File: config.mk
export PLATFORM = sky130hd
export DESIGN_NAME = link_event_stats
export DESIGN_NICKNAME = d
export VERILOG_FILES = /design/src/rtl/link_stats_pkg.sv /design/src/rtl/lstat_rise_det.sv /design/src/rtl/lstat_sat_cnt.sv /design/src/rtl/lstat_rd_port.sv /design/src/rtl/link_event_stats.sv
export SDC_FILE = /design/constraint.sdc
export NUM_CORES = 1
export LEC_CHECK = 0
export ABC_AREA = 1
export BUFFER_PORTS_ARGS = -buffer_cell sky130_fd_sc_hd__buf_2
export CAP_MARGIN = 20
export CORE_ASPECT_RATIO = 0.8
export CORE_MARGIN = 4
export CORE_UTILIZATION = 40
export DETAILED_ROUTE_END_ITERATION = 8
export GPL_TIMING_DRIVEN = 0
export MAX_ROUTING_LAYER = met4
export PLACE_DENSITY = 0.61
export RECOVER_POWER = 50
export SLEW_MARGIN = 20
export SYNTH_ARGS = -nofsm -noshare
export SYNTH_HDL_FRONTEND = slang
export SYNTH_SLANG_ARGS = --single-unit
File: constraint.sdc
create_clock -name clk -period 2.7 [get_ports clk]
set_clock_uncertainty 0.15 [all_clocks]
set_input_delay 0.405 -clock clk [delete_from_list [all_inputs] [get_ports clk]]
set_output_delay 0.405 -clock clk [all_outputs]
set_load 0.01 [all_outputs]
File: src/rtl/link_stats_pkg.sv
package link_stats_pkg;
  localparam int unsigned LS_ADDR_W = 12;
  localparam int unsigned LS_DATA_W = 32;
  localparam int unsigned LS_CNT_W  = 16;
  localparam int unsigned LS_N_IRQ  = 8;
  localparam logic [LS_ADDR_W-1:0] LS_CTRL_ADDR = 12'h0B0;
  localparam logic [LS_ADDR_W-1:0] LS_LINK_ADDR = 12'h0B1;
  localparam logic [LS_ADDR_W-1:0] LS_IRQ_BASE  = 12'h0B4;
endpackage

File: src/rtl/lstat_rise_det.sv
module lstat_rise_det #(
  parameter int unsigned W = 1
) (
  input  logic         clk,
  input  logic         rst_n,
  input  logic [W-1:0] level,
  output logic [W-1:0] rise
);
  logic [W-1:0] prev_q;

  always_ff @(posedge clk) begin
    if (!rst_n) prev_q <= '0;
    else        prev_q <= level;
  end

  assign rise = level & ~prev_q;
endmodule

File: src/rtl/lstat_sat_cnt.sv
module lstat_sat_cnt #(
  parameter int unsigned W = 16
) (
  input  logic         clk,
  input  logic         rst_n,
  input  logic         inc,
  input  logic         clr,
  output logic [W-1:0] count
);
  localparam logic [W-1:0] TOP = {W{1'b1}};

  logic [W-1:0] cnt_q;

  always_ff @(posedge clk) begin
    if (!rst_n)                    cnt_q <= '0;
    else if (clr)                  cnt_q <= '0;
    else if (inc && cnt_q != TOP)  cnt_q <= cnt_q + 1'b1;
  end

  assign count = cnt_q;
endmodule

File: src/rtl/lstat_rd_port.sv
module lstat_rd_port #(
  parameter int unsigned ADDR_W = 12,
  parameter int unsigned DATA_W = 32,
  parameter int unsigned CNT_W  = 16,
  parameter int unsigned N_IRQ  = 8,
  parameter logic [ADDR_W-1:0] LINK_ADDR = '0,
  parameter logic [ADDR_W-1:0] IRQ_BASE  = '0
) (
  input  logic                   clk,
  input  logic                   rst_n,
  input  logic                   rd,
  input  logic [ADDR_W-1:0]      addr,
  input  logic [CNT_W-1:0]       link_cnt,
  input  logic [N_IRQ*CNT_W-1:0] irq_cnt,
  output logic [DATA_W-1:0]      rdata,
  output logic                   rvalid
);
  localparam int unsigned N_WORDS = N_IRQ / 2;

  logic [DATA_W-1:0] word;
  logic [DATA_W-1:0] rdata_q;
  logic              rvalid_q;

  always_comb begin
    word = '0;
    if (addr == LINK_ADDR) word[CNT_W-1:0] = link_cnt;
    for (int k = 0; k < N_WORDS; k++) begin
      if (addr == IRQ_BASE + ADDR_W'(k)) begin
        word[0 +: CNT_W]     = irq_cnt[(2*k)*CNT_W +: CNT_W];
        word[CNT_W +: CNT_W] = irq_cnt[(2*k+1)*CNT_W +: CNT_W];
      end
    end
  end

  always_ff @(posedge clk) begin
    if (!rst_n) begin
      rdata_q  <= '0;
      rvalid_q <= 1'b0;
    end else begin
      rvalid_q <= rd;
      if (rd) rdata_q <= word;
    end
  end

  assign rdata  = rdata_q;
  assign rvalid = rvalid_q;
endmodule

File: src/rtl/link_event_stats.sv
module link_event_stats
  import link_stats_pkg::*;
#(
  parameter int unsigned ADDR_W = LS_ADDR_W,
  parameter int unsigned DATA_W = LS_DATA_W,
  parameter int unsigned CNT_W  = LS_CNT_W,
  parameter int unsigned N_IRQ  = LS_N_IRQ,
  parameter logic [ADDR_W-1:0] CTRL_ADDR = LS_CTRL_ADDR,
  parameter logic [ADDR_W-1:0] LINK_ADDR = LS_LINK_ADDR,
  parameter logic [ADDR_W-1:0] IRQ_BASE  = LS_IRQ_BASE
) (
  input  logic              clk,
  input  logic              rst_n,
  input  logic              link_en,
  input  logic [N_IRQ-1:0]  irq_raw,
  input  logic              reg_wr,
  input  logic [ADDR_W-1:0] reg_addr,
  input  logic [DATA_W-1:0] reg_wdata,
  input  logic              reg_rd,
  output logic [DATA_W-1:0] reg_rdata,
  output logic              reg_rvalid
);
  localparam int unsigned N_EV = N_IRQ + 1;

  logic                   clr_all;
  logic [N_EV-1:0]        ev_level;
  logic [N_EV-1:0]        ev_rise;
  logic [CNT_W-1:0]       link_cnt;
  logic [N_IRQ*CNT_W-1:0] irq_cnt;
  logic                   unused_wdata;

  assign unused_wdata = ^reg_wdata[DATA_W-1:1];

  always_comb begin
    clr_all = reg_wr && (reg_addr == CTRL_ADDR) && reg_wdata[0];
  end

  assign ev_level = {irq_raw, link_en};

  lstat_rise_det #(.W(N_EV)) edge_i (
    .clk   (clk),
    .rst_n (rst_n),
    .level (ev_level),
    .rise  (ev_rise)
  );

  lstat_sat_cnt #(.W(CNT_W)) link_cnt_i (
    .clk   (clk),
    .rst_n (rst_n),
    .inc   (ev_rise[0]),
    .clr   (clr_all),
    .count (link_cnt)
  );

  for (genvar i = 0; i < N_IRQ; i++) begin : g_irq
    lstat_sat_cnt #(.W(CNT_W)) irq_cnt_i (
      .clk   (clk),
      .rst_n (rst_n),
      .inc   (ev_rise[i+1]),
      .clr   (clr_all),
      .count (irq_cnt[i*CNT_W +: CNT_W])
    );
  end

  lstat_rd_port #(
    .ADDR_W    (ADDR_W),
    .DATA_W    (DATA_W),
    .CNT_W     (CNT_W),
    .N_IRQ     (N_IRQ),
    .LINK_ADDR (LINK_ADDR),
    .IRQ_BASE  (IRQ_BASE)
  ) rd_i (
    .clk      (clk),
    .rst_n    (rst_n),
    .rd       (reg_rd),
    .addr     (reg_addr),
    .link_cnt (link_cnt),
    .irq_cnt  (irq_cnt),
    .rdata    (reg_rdata),
    .rvalid   (reg_rvalid)
  );
endmodule

==> metrics.csv, run 1 <==
stage;metric;value;unit
floorplanning;core;0.0262;mm^2
synthesis;synth-seq-cells;186;
synthesis;synth_most_common_cell;nand2_1;
clocking;cts.sinks;186;
pwr;p_per_area;492;mW/mm^2
sta;fin_crit;2.30;ns
setup_path;path_max_fanout;10;
clocking;cts.reportedPaths.clkPinSlew;0.07;ns
synthesis;synth_edf_count;0;
sta;rsz0062_at_grt;false;
hold_path;min_to;rd_i.rdata[0];
synthesis;synth-async-reset-ratio;0;%
setup_path;crit_family;simple AND/OR/NAND/NOR gates;
setup_path;rr_endpoint;g_irq[5].irq_cnt_i.count[14];
setup_path;worst_ep_arrival_time;2.51;ns
global_routing;grt_max_degree;17;
setup_path;cp.required;2.92;ns
clocking;cts_root_buf;clkbuf_16;
drt;avgViaCountPerCell;5.16;
drt;detail_route.wirelength;33300;um
sta;worst_pin_slew;0.831;ns
setup_path;cp-start-kind;primary input;
synthesis;yosysTopAreaCell;dfxtp_1;
global_routing;grt_antenna_before_repair;0;
pwr;ir_drop;464;uV
sta;drv_slew;0;
layout;layout-drive-gt1-share;7.44;%
setup_path;crit_slowest_cell;nor2_1;
flow_run;drv_cap;0;
synthesis;synth_common_cells;470 x nand2_1, 186 x dfxtp_1, 173 x nor2_1;
drt;firstDrtPassIters;5;
placement;hpwl;25400;um
clocking;htree_num_levels;4;
setup_path;crit_path_max_incr_delay;0.63;ns
layout;antennaDiodeCount;0;
placement;gp_congestion;0.955;
setup_path;reg2reg_slack;0.41;ns
sta;period_share;85.0;%
placement;placed_cell_area;0.0114;mm^2
synthesis;syn-num-nets;1689;
status;status;finished clean;
synthesis;synth_warnings;0;
global_routing;grt.overflow.total;0;
floorplanning;die_h;154;um
floorplanning;start_util;40.6;%
layout;final_nets;1774;
setup_path;timing.rr.start;g_irq[5].irq_cnt_i.count[0];
hold_path;min_from;rst_n;
global_routing;grt_pass1_wl;53400;um
drt;vias;10700;
drt;drc;0;
synthesis;synthCells;1623;
synthesis;yosys.cell_types.count;41;
synthesis;seq_area_frac_synth;35.0;%
clocking;cts_tree;done;
synthesis;synth_flop_cell;dfxtp_1;
synthesis;synth_top_area_share;35.0;%
layout;fin_area;0.0119;mm^2
setup_path;crit_top_cell;nand3_1;
sta;fin_setup_tns;0;ns
sta;setup_viol;0;
sta;hold_violations;0;
clocking;cts_buffers;17;
drt;drt_iter0_drc;885;
sta;holdWs;0.252;ns
setup_path;critical_path_class;primary input to flop;
global_routing;grt_pass1_vias;9737;
floorplanning;die_x;190;um
clocking;cts_resized;0;
sta;relSlewSlack;44.4;%
hold_path;hold_class;primary input to flop;
clocking;cts.path.max_buffers;2;
synthesis;synth_area_leaders;dfxtp_1 35%, nand2_1 17%, nand3_1 6.4%;
setup_path;r2r_cells;8;
layout;syn_to_final_growth;12.4;%
floorplanning;ios;90;
sta;fmax;0.435;GHz
setup_path;cp-end-kind;flop;
placement;port_buffers;57;
layout;nFillCells;2801;
hold_path;min_path_cells;3;
layout;final_core_util;45.6;%
synthesis;syn_avg_cell_area;6.55;um^2
drt;ant_nets;0;
clocking;clk_latency;0.45;ns
floorplanning;rows;53;
setup_path;critical_path_buf_inv_count;3;
pwr;leakagePower;0.00425;uW
pwr;total_power;5880;uW
global_routing;gr-usage-all-layers;23.6;%
setup_path;path_cells;clkbuf_1, inv_1, nand2_1, nor2_1, nand2_2, nor2_1, clkbuf_2, nand3_1, nand3_1, nand3_1, a21oi_1;
drt;wl_per_cell;16.0;um
setup_path;critPathLaunch;reg_addr[6];
synthesis;synth_area;0.0106;mm^2
floorplanning;die_area;0.0293;mm^2
-- kinds of logic (layout without fill, tap and decap cells) --
family | Yosys count | in the layout | synth area share, %
AO/OA/AOI/OAI | 204 | 204 | 10.5
buffers and inverters | 220 | 318 | 8.93
adder cells (fa/ha/maj) | 9 | 9 | 1.06
flip-flops | 186 | 186 | 35.0
AND/OR/NAND/NOR | 930 | 930 | 38.4
XOR/XNOR | 74 | 74 | 6.10
-- placed cells by master (no fill, tap or decap), types with 12 or more instances in the layout --
cell type / count
nand2_1: 474
dfxtp_1: 186
inv_2: 12
o21ai_0: 34
clkbuf_1: 57
buf_2: 42
clkbuf_16: 17
xnor2_1: 18
nor2_1: 175
a21oi_1: 136
nand3_1: 137
inv_1: 149
nand4_1: 51
nor3_1: 50
xor2_1: 56
-- final cells by class --
class                      count  area (um^2)  share of cell area (%)
buffer                        57          325                    2.72
multi-input combinational   1217         5900                    49.4
timing repair buffer          66          323                    2.70
tap                          357          447                    3.74
sequential                   186         3720                    31.2
clock inverter                13          168                    1.40
inverter                     163          613                    5.13
clock buffer                  19          453                    3.79
-- timing repair --
item,in CTS,in global routing
hold buffers,9,0
buffers inserted,0,0
endpoints found under the hold margin,9,0
-- worst register-to-register path: cells and delay by family, from the launching register on --
| kind | cells | cell delay, ns |
|---|---|---|
| compound gates | 2 | 0.24 |
| fa+ha+maj | 1 | 0.26 |
| buf+inv | 1 | 0.33 |
| simple gates | 4 | 0.75 |
| flops | 1 | 0.45 |
-- how the worst max path moves through the flow --
stage                     depth (start not counted)                      endpoint
after floorplan                                  10  g_irq[6].irq_cnt_i.count[12]
after detailed placement                         11   g_irq[7].irq_cnt_i.count[2]
after global routing                              8   g_irq[5].irq_cnt_i.count[4]
final                                            11                rd_i.rdata[30]
after CTS                                         8   g_irq[4].irq_cnt_i.count[0]
after global placement                           11   g_irq[5].irq_cnt_i.count[2]
-- report_power, final --
part	switching, uW	total, uW	internal, uW
clock network	1170	2690	1510
registers	47.7	2820	2780
logic	266	368	102
-- per-stage QoR --
stage,setup slack (ns),instances
2_1_floorplan,0.963,1623
3_3_place_gp,0.367,2037
3_5_place_dp,0.323,2037
4_1_cts,0.507,2078
5_1_grt,0.145,2078
6_report,0.404,2078
-- metal layers --
layer  GRT usage, %  vias up  wire length [um]  part of all wire [%]
met5              -        -                 0                     0
met4           6.19        0               682                   2.0
met3           3.27       41              1780                   5.3
met2           34.6      303             14400                    43
met1           34.2     4937             16400                    49
li1               -     5443                 -                     -
-- sequential cells by signal, summed over array words and instances, names as in the netlist --
| signal | count |
|---|---|
| rd_i.rvalid | 1 |
| edge_i.prev_q | 9 |
| link_cnt_i.count | 16 |
| rd_i.rdata | 32 |
| g_irq.irq_cnt_i.count | 128 |
(Power assumes the default switching activity.)
==> inputs of run 2 (changes only) <==
- CORE_UTILIZATION: 40 -> 41
- GPL_TIMING_DRIVEN: 0 -> not set
- PLACE_DENSITY: 0.61 -> 0.62
==> metrics.csv, run 2 (same netlist as run 1, synthesis figures left out) <==
stage;metric;value;unit
status;status;finished clean;
flow_run;drv_cap;0;
layout;instances_no_fill;2032;
layout;antennaDiodeCount;0;
setup_path;cp-end-kind;flop;
sta;hold_violations;0;
setup_path;rr_endpoint;g_irq[1].irq_cnt_i.count[5];
sta;worst_pin_slew;0.899;ns
setup_path;crit_slowest_cell;nand2_1;
setup_path;path_max_fanout;19;
layout;layout_commonest_cell;nand2_1;
sta;setup_viol;0;
setup_path;critical_path_buf_inv_count;1;
drt;detail_route.wirelength;29200;um
floorplanning;die_x;188;um
setup_path;cp.required;2.87;ns
drt;drc;0;
placement;hpwl;21400;um
layout;final_core_util;46.2;%
sta;fmax;0.436;GHz
floorplanning;die_h;152;um
clocking;cts_root_buf;clkbuf_16;
pwr;p_seq_share;48.9;%
global_routing;grt_pass1_wl;48100;um
pwr;internal_power;4330;uW
floorplanning;die_area;0.0286;mm^2
sta;rsz0062_at_grt;false;
setup_path;worst_ep_arrival_time;2.47;ns
setup_path;reg2reg_slack;0.40;ns
clocking;cts_resized;0;
setup_path;critical_path_class;flop to flop;
pwr;power.net_switching;1440;uW
pwr;p_per_area;491;mW/mm^2
drt;wl_per_cell;14.4;um
hold_path;hold_class;primary input to flop;
global_routing;grt_pass1_vias;9526;
placement;dp_cells;1995;
pwr;leakagePower;0.00414;uW
layout;most-common-layout-cells;471 x nand2_1, 186 x dfxtp_1, 175 x nor2_1;
setup_path;path_cells;nand2_1, nor3_2, and3_1, nand2_1, nand2_1, inv_2, nand2_1, a21oi_1;
pwr;sw_frac_of_total;24.9;%
setup_path;crit_top_cell;nand2_1;
placement;gp_congestion;0.928;
layout;nFillCells;2681;
setup_path;r2r_cells;8;
layout;largest_register_ffs;128;
hold_path;min_to;edge_i.prev_q[4];
floorplanning;ios;90;
hold_path;min_path_cells;3;
placement;pre_cts_ws;0.529;ns
global_routing;grt_max_degree;74;
clocking;htree_num_levels;4;
clocking;cts.sinks;186;
sta;period_share;85.0;%
pwr;ir_drop;452;uV
drt;avgViaCountPerCell;5.12;
sta;layout_setup_ws;0.404;ns
pwr;power_frac_comb;5.6;%
floorplanning;start_util;41.8;%
clocking;cts_buffers;17;
pwr;p_clk_share;45.5;%
placement;port_buffers;58;
global_routing;grt_antenna_before_repair;0;
layout;syn_to_final_growth;10.6;%
setup_path;cp-start-kind;flop;
clocking;cts.reportedPaths.clkPinSlew;0.07;ns
sta;relSlewSlack;39.8;%
global_routing;grt.overflow.total;0;
setup_path;crit_family;simple AND/OR/NAND/NOR gates;
floorplanning;rows;52;
floorplanning;core;0.0254;mm^2
clocking;cts.path.max_buffers;2;
drt;vias;10400;
drt;ant_nets;0;
global_routing;gr-usage-all-layers;20.8;%
clocking;clk_latency;0.44;ns
drt;drt_iter0_drc;748;
clocking;cts_tree;done;
layout;final_nets;1734;
setup_path;timing.rr.start;g_irq[1].irq_cnt_i.count[7];
sta;drv_slew;0;
hold_path;min_from;irq_raw[3];
layout;layout-drive-gt1-share;6.90;%
sta;holdWs;0.0146;ns
sta;fin_setup_tns;0;ns
drt;firstDrtPassIters;5;
sta;fin_crit;2.30;ns
setup_path;crit_path_max_incr_delay;0.51;ns
run 2: cell count changes in the layout (fill, tap and decap cells not counted), moves of 3 or more:
cell	change
buf_2	-18
buf_4	+10
buf_6	-7
clkbuf_1	-21
dlygate4sd3_1	-4
nand2_1	-3
run 2: worst max path at each step:
stage / startpoint / endpoint / slack [ns] / cells after the start
global route: g_irq[1].irq_cnt_i.count[7] / g_irq[1].irq_cnt_i.count[1] / 0.20 / 8
global placement: g_irq[3].irq_cnt_i.count[0] / g_irq[3].irq_cnt_i.count[5] / 0.52 / 10
CTS: g_irq[3].irq_cnt_i.count[0] / g_irq[3].irq_cnt_i.count[5] / 0.52 / 10
finish: g_irq[1].irq_cnt_i.count[7] / g_irq[1].irq_cnt_i.count[5] / 0.40 / 8
detailed placement: g_irq[3].irq_cnt_i.count[0] / g_irq[3].irq_cnt_i.count[5] / 0.53 / 10
floorplan: reg_addr[11] / g_irq[6].irq_cnt_i.count[12] / 0.96 / 10
run 2: worst register-to-register path: stages, from the launching register on:
cell	delay, ns
dfxtp_1	0.45
nand2_1	0.15
nor3_2	0.19
and3_1	0.20
nand2_1	0.06
nand2_1	0.51
inv_2	0.27
nand2_1	0.14
a21oi_1	0.06
run 2: timing repair:
item / 4_1_cts / 5_1_grt
endpoints found under the hold margin: 5 / 0
hold buffers: 5 / 0
setup buffers: 0 / 0
run 2: area by class of cell:
type                    count  area [um^2]  share of cell area [%]
clock inverters            14          174                    1.48
repair buffers             83          467                    3.97
inverters                 163          613                    5.21
well taps                 351          439                    3.73
flip-flops and latches    186         3720                    31.7
clock buffers              18          429                    3.65
multi-input cells        1217         5920                    50.3
run 2: through the flow:
| stage | cell area [um^2] | total power [uW] |
|---|---|---|
| 6_report | 11800 | 5770 |
| 5_1_grt | 11800 | 5960 |
| 4_1_cts | 11900 | 5820 |
| 3_3_place_gp | 11200 | 3200 |
| 2_1_floorplan | 10600 | 3100 |
| 3_5_place_dp | 11200 | 3210 |
run 2: layer usage:
metal	up-vias	global-route usage, %	routed length [um]
met1	4739	29.5	14400
met5	-	-	0
met2	288	30.4	12500
met3	43	3.17	1530
li1	5341	-	-
met4	0	6.67	723
run 2: power by group through the flow:
| stage | Combinational, uW | Clock [uW] | Sequential [uW] |
|---|---|---|---|
| finish | 326 | 2630 | 2820 |
| global route | 367 | 2770 | 2820 |
| CTS | 331 | 2670 | 2820 |
| detailed placement | 324 | 0 | 2880 |
| global placement | 319 | 0 | 2880 |
| floorplan | 230 | 0 | 2870 |
